## config.mk

```make
export PLATFORM = sky130hd
export DESIGN_NAME = frame_agc
export DESIGN_NICKNAME = d
export VERILOG_FILES = /design/src/rtl/agc_pkg.sv /design/src/rtl/agc_peak_meter.sv /design/src/rtl/agc_rate_pacer.sv /design/src/rtl/frame_agc.sv
export SDC_FILE = /design/constraint.sdc
export NUM_CORES = 1
export LEC_CHECK = 0
export BUFFER_PORTS_ARGS = -buffer_cell sky130_fd_sc_hd__buf_4
export CORE_MARGIN = 10
export CORE_UTILIZATION = 38
export CTS_CLUSTER_SIZE = 14
export DETAILED_ROUTE_END_ITERATION = 12
export PLACE_DENSITY = 0.65
export SYNTH_ARGS = -nofsm -noshare
export SYNTH_HDL_FRONTEND = slang
export SYNTH_SLANG_ARGS = --single-unit
export TNS_END_PERCENT = 50
```

## constraint.sdc

```tcl
create_clock -name clk -period 9.92 [get_ports clk]
set_input_delay 0.496 -clock clk [delete_from_list [all_inputs] [get_ports clk]]
set_output_delay 0.496 -clock clk [all_outputs]
set_load 0.005 [all_outputs]
```

## src/rtl/agc_pkg.sv

```systemverilog
package agc_pkg;
  typedef enum logic [1:0] {
    FC_MID   = 2'd0,
    FC_QUIET = 2'd1,
    FC_LOUD  = 2'd2
  } frame_class_e;
endpackage

```

## src/rtl/agc_peak_meter.sv

```systemverilog
module agc_peak_meter #(
  parameter int SMP_W = 10
) (
  input  logic             clk,
  input  logic             rst_n,
  input  logic             smp_vld,
  input  logic [SMP_W-1:0] smp_data,
  input  logic             frame_end,
  output logic [SMP_W-1:0] frame_peak
);
  localparam logic [SMP_W-1:0] MID = SMP_W'(1) << (SMP_W - 1);

  logic [SMP_W-1:0] mag;
  logic [SMP_W-1:0] acc_q, acc_d;
  logic             take;

  always_comb begin
    if (smp_data >= MID) mag = smp_data - MID;
    else                 mag = MID - smp_data;
  end

  assign take       = smp_vld && (mag > acc_q);
  assign frame_peak = take ? mag : acc_q;

  always_comb begin
    acc_d = acc_q;
    if (frame_end) acc_d = '0;
    else if (take) acc_d = mag;
  end

  always_ff @(posedge clk or negedge rst_n) begin
    if (!rst_n) acc_q <= '0;
    else        acc_q <= acc_d;
  end

  // the running peak is a magnitude about mid-scale and can never pass it
  assert_peak_range_R1: assert property (@(posedge clk) disable iff (!rst_n)
    acc_q <= MID);
  // the accumulator restarts at each frame boundary
  assert_peak_cleared_R1: assert property (@(posedge clk) disable iff (!rst_n)
    frame_end |=> acc_q == '0);
endmodule

```

## src/rtl/agc_rate_pacer.sv

```systemverilog
module agc_rate_pacer #(
  parameter int CNT_W = 8
) (
  input  logic             clk,
  input  logic             rst_n,
  input  logic             tick,
  input  logic             active,
  input  logic [CNT_W-1:0] rate,
  output logic             fire
);
  logic [CNT_W-1:0] cnt_q, cnt_d;
  logic [CNT_W:0]   cnt_inc;
  logic [CNT_W:0]   rate_eff;

  assign rate_eff = (rate == '0) ? (CNT_W+1)'(1) : {1'b0, rate};
  assign cnt_inc  = {1'b0, cnt_q} + (CNT_W+1)'(1);
  assign fire     = tick && active && (cnt_q == '0);

  always_comb begin
    cnt_d = cnt_q;
    if (tick) begin
      if (!active)               cnt_d = '0;
      else if (cnt_inc >= rate_eff) cnt_d = '0;
      else                       cnt_d = cnt_inc[CNT_W-1:0];
    end
  end

  always_ff @(posedge clk or negedge rst_n) begin
    if (!rst_n) cnt_q <= '0;
    else        cnt_q <= cnt_d;
  end

  // pacing phase moves only on an accepted frame tick
  assert_phase_frozen_R8: assert property (@(posedge clk) disable iff (!rst_n)
    !tick |=> $stable(cnt_q));
endmodule

```

## src/rtl/frame_agc.sv

```systemverilog
module frame_agc #(
  parameter int SMP_W  = 10,
  parameter int GAIN_W = 3,
  parameter int CNT_W  = 8
) (
  input  logic              clk,
  input  logic              rst_n,
  input  logic              smp_vld,
  input  logic [SMP_W-1:0]  smp_data,
  input  logic              frame_end,
  input  logic [SMP_W-1:0]  thr_low,
  input  logic [SMP_W-1:0]  thr_high,
  input  logic [CNT_W-1:0]  hold_frames,
  input  logic [CNT_W-1:0]  pause_frames,
  input  logic [CNT_W-1:0]  up_rate,
  input  logic [CNT_W-1:0]  dn_rate,
  input  logic              force_max,
  output logic [GAIN_W-1:0] gain_code,
  output logic              level_vld
);
  import agc_pkg::*;

  localparam logic [GAIN_W-1:0] GMAX = '1;
  localparam logic [CNT_W:0]    RUN_SAT = '1;

  logic [SMP_W-1:0]  frame_peak;
  frame_class_e      cls;
  logic              tick;
  logic              up_fire, dn_fire, up_active;
  logic [CNT_W:0]    qrun_q, qrun_d;
  logic [CNT_W+1:0]  qrun_inc, wait_frames;
  logic [GAIN_W-1:0] gain_q, gain_d;
  logic              lvl_q, lvl_d;

  agc_peak_meter #(.SMP_W(SMP_W)) peak_i (
    .clk(clk), .rst_n(rst_n), .smp_vld(smp_vld), .smp_data(smp_data),
    .frame_end(frame_end), .frame_peak(frame_peak)
  );

  always_comb begin
    if (frame_peak >= thr_high)    cls = FC_LOUD;
    else if (frame_peak < thr_low) cls = FC_QUIET;
    else                           cls = FC_MID;
  end

  assign tick        = frame_end && !force_max;
  assign qrun_inc    = {1'b0, qrun_q} + (CNT_W+2)'(1);
  assign wait_frames = (CNT_W+2)'(hold_frames) + (CNT_W+2)'(pause_frames);
  assign up_active   = (cls == FC_QUIET) && (qrun_inc > wait_frames);

  agc_rate_pacer #(.CNT_W(CNT_W)) up_pacer_i (
    .clk(clk), .rst_n(rst_n), .tick(tick), .active(up_active),
    .rate(up_rate), .fire(up_fire)
  );

  agc_rate_pacer #(.CNT_W(CNT_W)) dn_pacer_i (
    .clk(clk), .rst_n(rst_n), .tick(tick), .active(cls == FC_LOUD),
    .rate(dn_rate), .fire(dn_fire)
  );

  always_comb begin
    qrun_d = qrun_q;
    gain_d = gain_q;
    lvl_d  = lvl_q || frame_end;
    if (tick) begin
      if (cls != FC_QUIET)       qrun_d = '0;
      else if (qrun_q != RUN_SAT) qrun_d = qrun_inc[CNT_W:0];
      if (dn_fire && gain_q != '0)        gain_d = gain_q - GAIN_W'(1);
      else if (up_fire && gain_q != GMAX) gain_d = gain_q + GAIN_W'(1);
    end
  end

  always_ff @(posedge clk or negedge rst_n) begin
    if (!rst_n) begin
      qrun_q <= '0;
      gain_q <= '0;
      lvl_q  <= 1'b0;
    end else begin
      qrun_q <= qrun_d;
      gain_q <= gain_d;
      lvl_q  <= lvl_d;
    end
  end

  assign gain_code = force_max ? GMAX : gain_q;
  assign level_vld = lvl_q;

  // the stored gain moves only on the edge closing a frame
  assert_frame_only_R3: assert property (@(posedge clk) disable iff (!rst_n)
    !$stable(gain_q) |-> $past(tick));
  // one step at a time
  assert_single_step_R3: assert property (@(posedge clk) disable iff (!rst_n)
    !$stable(gain_q) |-> (gain_q == GAIN_W'($past(gain_q) + 1'b1) ||
                          gain_q == GAIN_W'($past(gain_q) - 1'b1)));
  // no wrap at the top
  assert_no_wrap_top_R7: assert property (@(posedge clk) disable iff (!rst_n)
    $past(gain_q) == GMAX |-> gain_q != '0);
  // no wrap at the bottom
  assert_no_wrap_bottom_R7: assert property (@(posedge clk) disable iff (!rst_n)
    $past(gain_q) == '0 |-> gain_q != GMAX);
  // a rise follows only a quiet frame
  assert_rise_needs_quiet_R4: assert property (@(posedge clk) disable iff (!rst_n)
    (gain_q > $past(gain_q)) |-> $past(cls == FC_QUIET));
  // forcing freezes the stored gain
  assert_force_holds_R8: assert property (@(posedge clk) disable iff (!rst_n)
    force_max |=> $stable(gain_q));
  // once valid, the level flag stays high
  assert_level_sticky_R10: assert property (@(posedge clk) disable iff (!rst_n)
    lvl_q |=> lvl_q);
endmodule

```

======== Yosys cells after proc, flatten, opt, wreduce, memory -nomap -nowiden ========
Index checks and enable logic that the tools add are counted.
word-level totals
  flip-flop bits (word level) ............. 39
  bits of input ports ..................... 67
  output and inout port bits .............. 4
  word-level logic and storage cells ...... 62
operators by class
  add/sub/neg operators ................... 8
  $lt $le $gt $ge ......................... 7
  equality and inequality tests ........... 5
  muxes and demuxes ....................... 16
  reduce and logical (&&, ||, !) cells .... 20
operators by type and width
  kind                                                                 count
  8-bit 2-to-1 mux                                                     6
  8-bit logical NOT                                                    4
  10-bit 2-to-1 mux                                                    3
  8-bit by 1-bit adder with 9-bit output (second input constant)       2
  9-bit >= comparator                                                  2
  9-bit 2-to-1 mux                                                     2
  9-bit by 1-bit adder with 10-bit output (second input constant)      1
  10-bit >= comparator                                                 1
  10-bit >= comparator (second input constant)                         1
  10-bit greater-than comparator                                       1
  10-bit by 9-bit greater-than comparator with 1-bit output            1
  10-bit less-than comparator                                          1
  10-bit subtractor (first input constant)                             1
  10-bit subtractor (second input constant)                            1
  8-bit by 8-bit adder with 9-bit output                               1
  1-bit logical AND                                                    9
  3-bit 2-to-1 mux                                                     3
  9-bit inequality test (second input constant)                        1
  2-bit AND reduction                                                  2
  2-bit nonzero test                                                   2
  3-bit by 1-bit adder with 3-bit output (second input constant)       1
  3-bit inequality test (second input constant)                        1
  3-bit nonzero test                                                   1
  3-bit by 1-bit subtractor with 3-bit output (second input constant)  1
  7 further kinds                                                      7

======== Logic depth before layout (Yosys ltp) ========
  depth in word-level cells ............... 15
  mapped depth ............................ 23
  gate-level depth less buffers ........... 22

======== Modules after synthesis ========
Synthesis repeated with hierarchy kept, for this count alone.
unflattened totals
  cells, all modules ...................... 493
  area total of the unflattened synthesis .. 4169.0 µm²
modules (own cells, without submodules)
  module          times used  cells an instance  area each (µm²)  sequential area each (µm²)
  frame_agc       1           201                1732.9           325.3
  agc_rate_pacer  2           87                 742.0            200.2
  agc_peak_meter  1           118                952.2            250.2

======== Least setup slack after synthesis ========
OpenSTA, ideal clock, no wires.
  path kind ............................... input to register
  from .................................... input port smp_data[3]
  to ...................................... register gain_q[2]
  library setup time ...................... 124 ps
  arrival time ............................ 4651 ps
  data required time ...................... 9796 ps
  slack ................................... 5144 ps
  stages on the path ...................... 23
  buffers on the path ..................... 1
  cells stage by stage .................... nor3_1 and3_1 a21oi_1 xor2_1 ha_1 a211oi_1 nor2_1 a2111oi_2 nor2_1 clkbuf_1 nand2_1 o21ai_0 ha_1 a2111oi_1 o21ai_1 o21ai_0 nor3_1 xor2_1 ha_1 nand2_1 nor3_1 a22oi_1 xnor2_1
between the ends
  longest elaborated chain between the ends .. 15
  elaborated cells on any way between the ends .. 23
  classes of those cells .................. add/sub (2); order compare (4); eq/ne (2); mux (5); reduce/logical (10)
ends and longest elaborated chain
  item                                       RTL line              source
  start: declaration                         frame_agc.sv:9        input logic [SMP_W-1:0] smp_data,
  10-bit subtractor (tied with other cells)  agc_peak_meter.sv:19  else mag = MID - smp_data;
  10-bit 2-to-1 mux *                        agc_peak_meter.sv:18  if (smp_data >= MID) mag = smp_data - MID;
  10-bit greater-than comparator             agc_peak_meter.sv:22  assign take = smp_vld && (mag > acc_q);
  1-bit logical AND                          agc_peak_meter.sv:22
  10-bit 2-to-1 mux *                        agc_peak_meter.sv:23  assign frame_peak = take ? mag : acc_q;
  10-bit less-than comparator                frame_agc.sv:42       else if (frame_peak < thr_low) cls = FC_QUIET;
  1-bit 2-to-1 mux                           frame_agc.sv:42
  2-bit 2-to-1 mux *                         frame_agc.sv:41       if (frame_peak >= thr_high) cls = FC_LOUD;
  2-bit by 1-bit == test with 1-bit output   frame_agc.sv:49       assign up_active = (cls == FC_QUIET) && (qrun_inc > wait_frames);
  1-bit logical AND                          frame_agc.sv:49
  1-bit logical AND (2 in series)            agc_rate_pacer.sv:17  assign fire = tick && active && (cnt_q == '0);
  1-bit logical AND                          frame_agc.sv:69       else if (up_fire && gain_q != GMAX) gain_d = gain_q + GAIN_W'(1);
  2-bit nonzero test (no line)               n/a
  2-bit AND reduction (no line)              n/a
  end signal: assignment                     frame_agc.sv:80       gain_q <= gain_d;
  end: declaration                           frame_agc.sv:32       logic [GAIN_W-1:0] gain_q, gain_d;
Every way passes the cells marked *; elsewhere a longest branch is shown, timed or not.
A chain may end at the register's enable or synchronous reset.

======== Worst setup path in the final report ========
  from .................................... input port smp_data[3]
  to ...................................... register qrun_q[0]
between the ends
  longest elaborated chain between the ends .. 11
  elaborated cells on any way between the ends .. 15
  classes of those cells .................. add/sub (2); order compare (4); eq/ne (1); mux (5); reduce/logical (3)
ends and longest elaborated chain
  item                                                RTL line              source
  10-bit subtractor (tied with other cells)           agc_peak_meter.sv:19
  10-bit 2-to-1 mux *                                 agc_peak_meter.sv:18
  10-bit greater-than comparator                      agc_peak_meter.sv:22
  1-bit logical AND                                   agc_peak_meter.sv:22
  10-bit 2-to-1 mux *                                 agc_peak_meter.sv:23
  10-bit less-than comparator                         frame_agc.sv:42
  1-bit 2-to-1 mux                                    frame_agc.sv:42
  2-bit 2-to-1 mux *                                  frame_agc.sv:41
  2-bit by 1-bit inequality test with 1-bit output *  frame_agc.sv:66       if (cls != FC_QUIET) qrun_d = '0;
  2-bit nonzero test (no line)                        n/a
  2-bit AND reduction (no line)                       n/a
  end signal: assignment                              frame_agc.sv:79       qrun_q <= qrun_d;
  end: declaration                                    frame_agc.sv:30       logic [CNT_W:0] qrun_q, qrun_d;
Marked as above.

==> results.md <==
- Total Wirelength: 10,180 µm
- Cell Area, Synth: 0.004049 mm²
- Maxcap violations: 0
- Top cell type's share of synthesized area: 24.10%
- Antenna diode count: 0
- Io pins: 71
- Setup Fix Bufs, Post-CTS: 0
- RSZ-0062 raised after global routing: false
- Synth cell types: 57
- Status: complete, no violations
- First drt pass iteration count: 4
- Initial antenna violation count: 0
- Die area: 0.01518 mm²
- Setup CP Type: input port to flip-flop
- Worst hold path type: input port to asynchronous set/reset pin
- Nets: around 700
- Root cell of the clock tree: clkbuf_8
- Final setup fails: 0
- Die Width: 123.2 µm
- P&R area growth vs syn: 18.82%
- Initial Util: 39.04%
- Clock sinks: 39
- Top post-synthesis cells by area: dfrtp_1, ha_1, inv_1
- Cell accounting for the most synthesized area: dfrtp_1
- Inst Count DP: 685
- Die H: 123.2 µm
- Share of cells above drive strength 1: 17.59%
- Grt ovf: 0
- Placed Area: 0.004722 mm²
- Final Cell Area: 0.004811 mm²
- Max_slew headroom: 30.68%
- Worst Path Required: 10.16 ns
- Worst-margin pin slew: 1.036 ns
- Clk pin slew, worst setup/hold paths: 0.08 ns
- Max VDD drop: 0.05812 mV
- Placement row count: 37
- Fin cells: 693
- GRT Util Overall: ~14%
- Max Buffers Root-to-Sink: 2
- Synthesis-stage register bit count: 39
- DRT iter0 DRCs: 151
- Total Power: 606.9 µW
- CTS hold repair buffers: 0
- CTS buffer count: 5
- Worst-Skew Late Latency: about 0.29 ns
- Average wire per standard cell: between 10 and 15 µm
- Drt drc: 0
- TritonCTS clock tree: built
- H-tree Lvls: 2
- Critical path launch point type: input port
- Via-to-Cell Ratio: 5.307
- Synth warn: 0
- IO buf count: 70
- Final min period: roughly 5.4 ns
- EDFF count, synth: 0
- Fin. Hold Viols: 0
- Routed vias: about 3,700
- Post-CTS sizing: 0
- RD Place Congestion: 0.8979
- Leak pwr: roughly 2.4 nW
- Fmax: 0.1843 GHz
- CP arrival: ~5.7 ns
- CP max FO: 19
- Largest net degree at the start of global routing: 40
- Synthesized netlist net count: 624
- Core Area: 0.01037 mm²
- Post-DP HPWL: 8469 µm
- Number of global-route vias before repair: 3,730
- Final Core Density: 46.39%
- FFs w/ async S/R, synth: 100.0%
- Most frequent cells in the layout: buf_4, ha_1, inv_1
- Max-slew violations: 0
- Syn Area/Cell: ~8.3 µm²
- Main synth FF type: dfrtp_1
- Fin Clk Skew: slightly below 0.007 ns
- Cells after Synth: ~500
- Sequential share of the synthesized area: approximately a quarter
- First-pass GRT wire length: 17,110 µm
- Leading cell type in the layout, fill and taps excluded: buf_4
- Setup_tns: 0 ns
- Antenna viol nets, final: 0
- CP Capture Type: flip-flop
- Final Cycle Share: 54.70%
- PwrDens: 126.2 mW/mm²
## flip-flops by register name (all words and copies together), names as in the netlist
name	flops
up_pacer_i.cnt_q	8
gain_q	3
qrun_q	9
peak_i.acc_q	10
dn_pacer_i.cnt_q	8
level_vld	1
## cell usage after synthesis, types with 2 or more instances
cell,number
or2_2,6
a21oi_1,19
o31ai_1,7
nand3_1,14
nand2_1,46
a31oi_1,5
nor4b_1,2
nand2b_1,6
o211ai_1,4
xnor2_1,16
nor2b_1,13
a22o_1,5
mux2i_1,3
dfrtp_1,39
o21bai_1,3
nor3_1,11
inv_1,61
a41o_1,2
a21o_1,5
nand4_1,10
ha_1,70
o21a_1,5
nor4_1,5
xor2_1,15
a2111o_1,2
a211oi_1,6
nor2_1,30
o21ai_1,2
or3_1,5
mux2_2,3
clkbuf_1,7
a32o_1,3
o21ai_0,28
and3_1,5
## layer usage
metal	wire length, µm	GRT usage [%]	up-vias
met5	0	0	-
met4	111	2.547	0
met3	517	2.689	12
met2	4936	23.83	68
met1	4610	16.74	1736
li1	-	-	1862
## critical path: stages
cell       delay (ns)
buf_4            0.12
nor3_1           0.28
and3_1           0.24
a21oi_1          0.08
xor2_1           0.19
ha_1             0.30
a211oi_1         0.24
nor2_1           0.10
a2111oi_2        0.49
nor2_1           0.35
o21ai_0          0.49
ha_1             0.35
a2111oi_1        0.53
o21ai_1          0.15
o21ai_0          0.19
o21ai_2          0.17
a31oi_2          0.46
a21o_1           0.26
mux2_2           0.16
## through the flow
step / hold slack, ns / setup WS (ns)
finish: 0.1684 / 4.494
global route: 0.2065 / 4.015
CTS: 0.1942 / 4.521
detailed placement: 0.4559 / 4.238
global placement: 0.4529 / 4.354
floorplan: 0.2004 / 5.144
## final timing paths
path	start	to	slack, ns	cells past startpoint
worst max-delay path	smp_data[3]	qrun_q[0]	4.49	19
worst min-delay path	rst_n	peak_i.acc_q[4]	0.17	1
worst max register to register	peak_i.acc_q[5]	qrun_q[0]	5.18	15
worst min register to register	level_vld	level_vld	0.47	1
max in group asynchronous	rst_n	qrun_q[7]	9.39	1
min in group clk	level_vld	level_vld	0.47	1
## layout make-up
type | count | area, µm²
multi-input cells | 378 | 2814
fillers | 1031 | 5559
inverters | 61 | 229.0
clock buffers | 5 | 68.82
well taps | 136 | 170.2
repair buffers | 71 | 533.0
clock inverters | 3 | 20.02
flip-flops and latches | 39 | 975.9
## power by group
group	switching (mW)	internal, mW
logic	0.152	0.134
clock network	0.0581	0.0489
registers	0.0295	0.184
## logic make-up after synthesis
family	after synthesis	synth area share, %
AOI/OAI and AO/OA	110	18.63
muxes	6	1.576
adders and majority gates	71	22.13
xor gates and xnor gates	31	6.706
DFF	39	24.10
and+or+nand+nor	160	20.46
buffers and inverters	69	6.397
No activity file was read; power rests on OpenSTA's default activity.
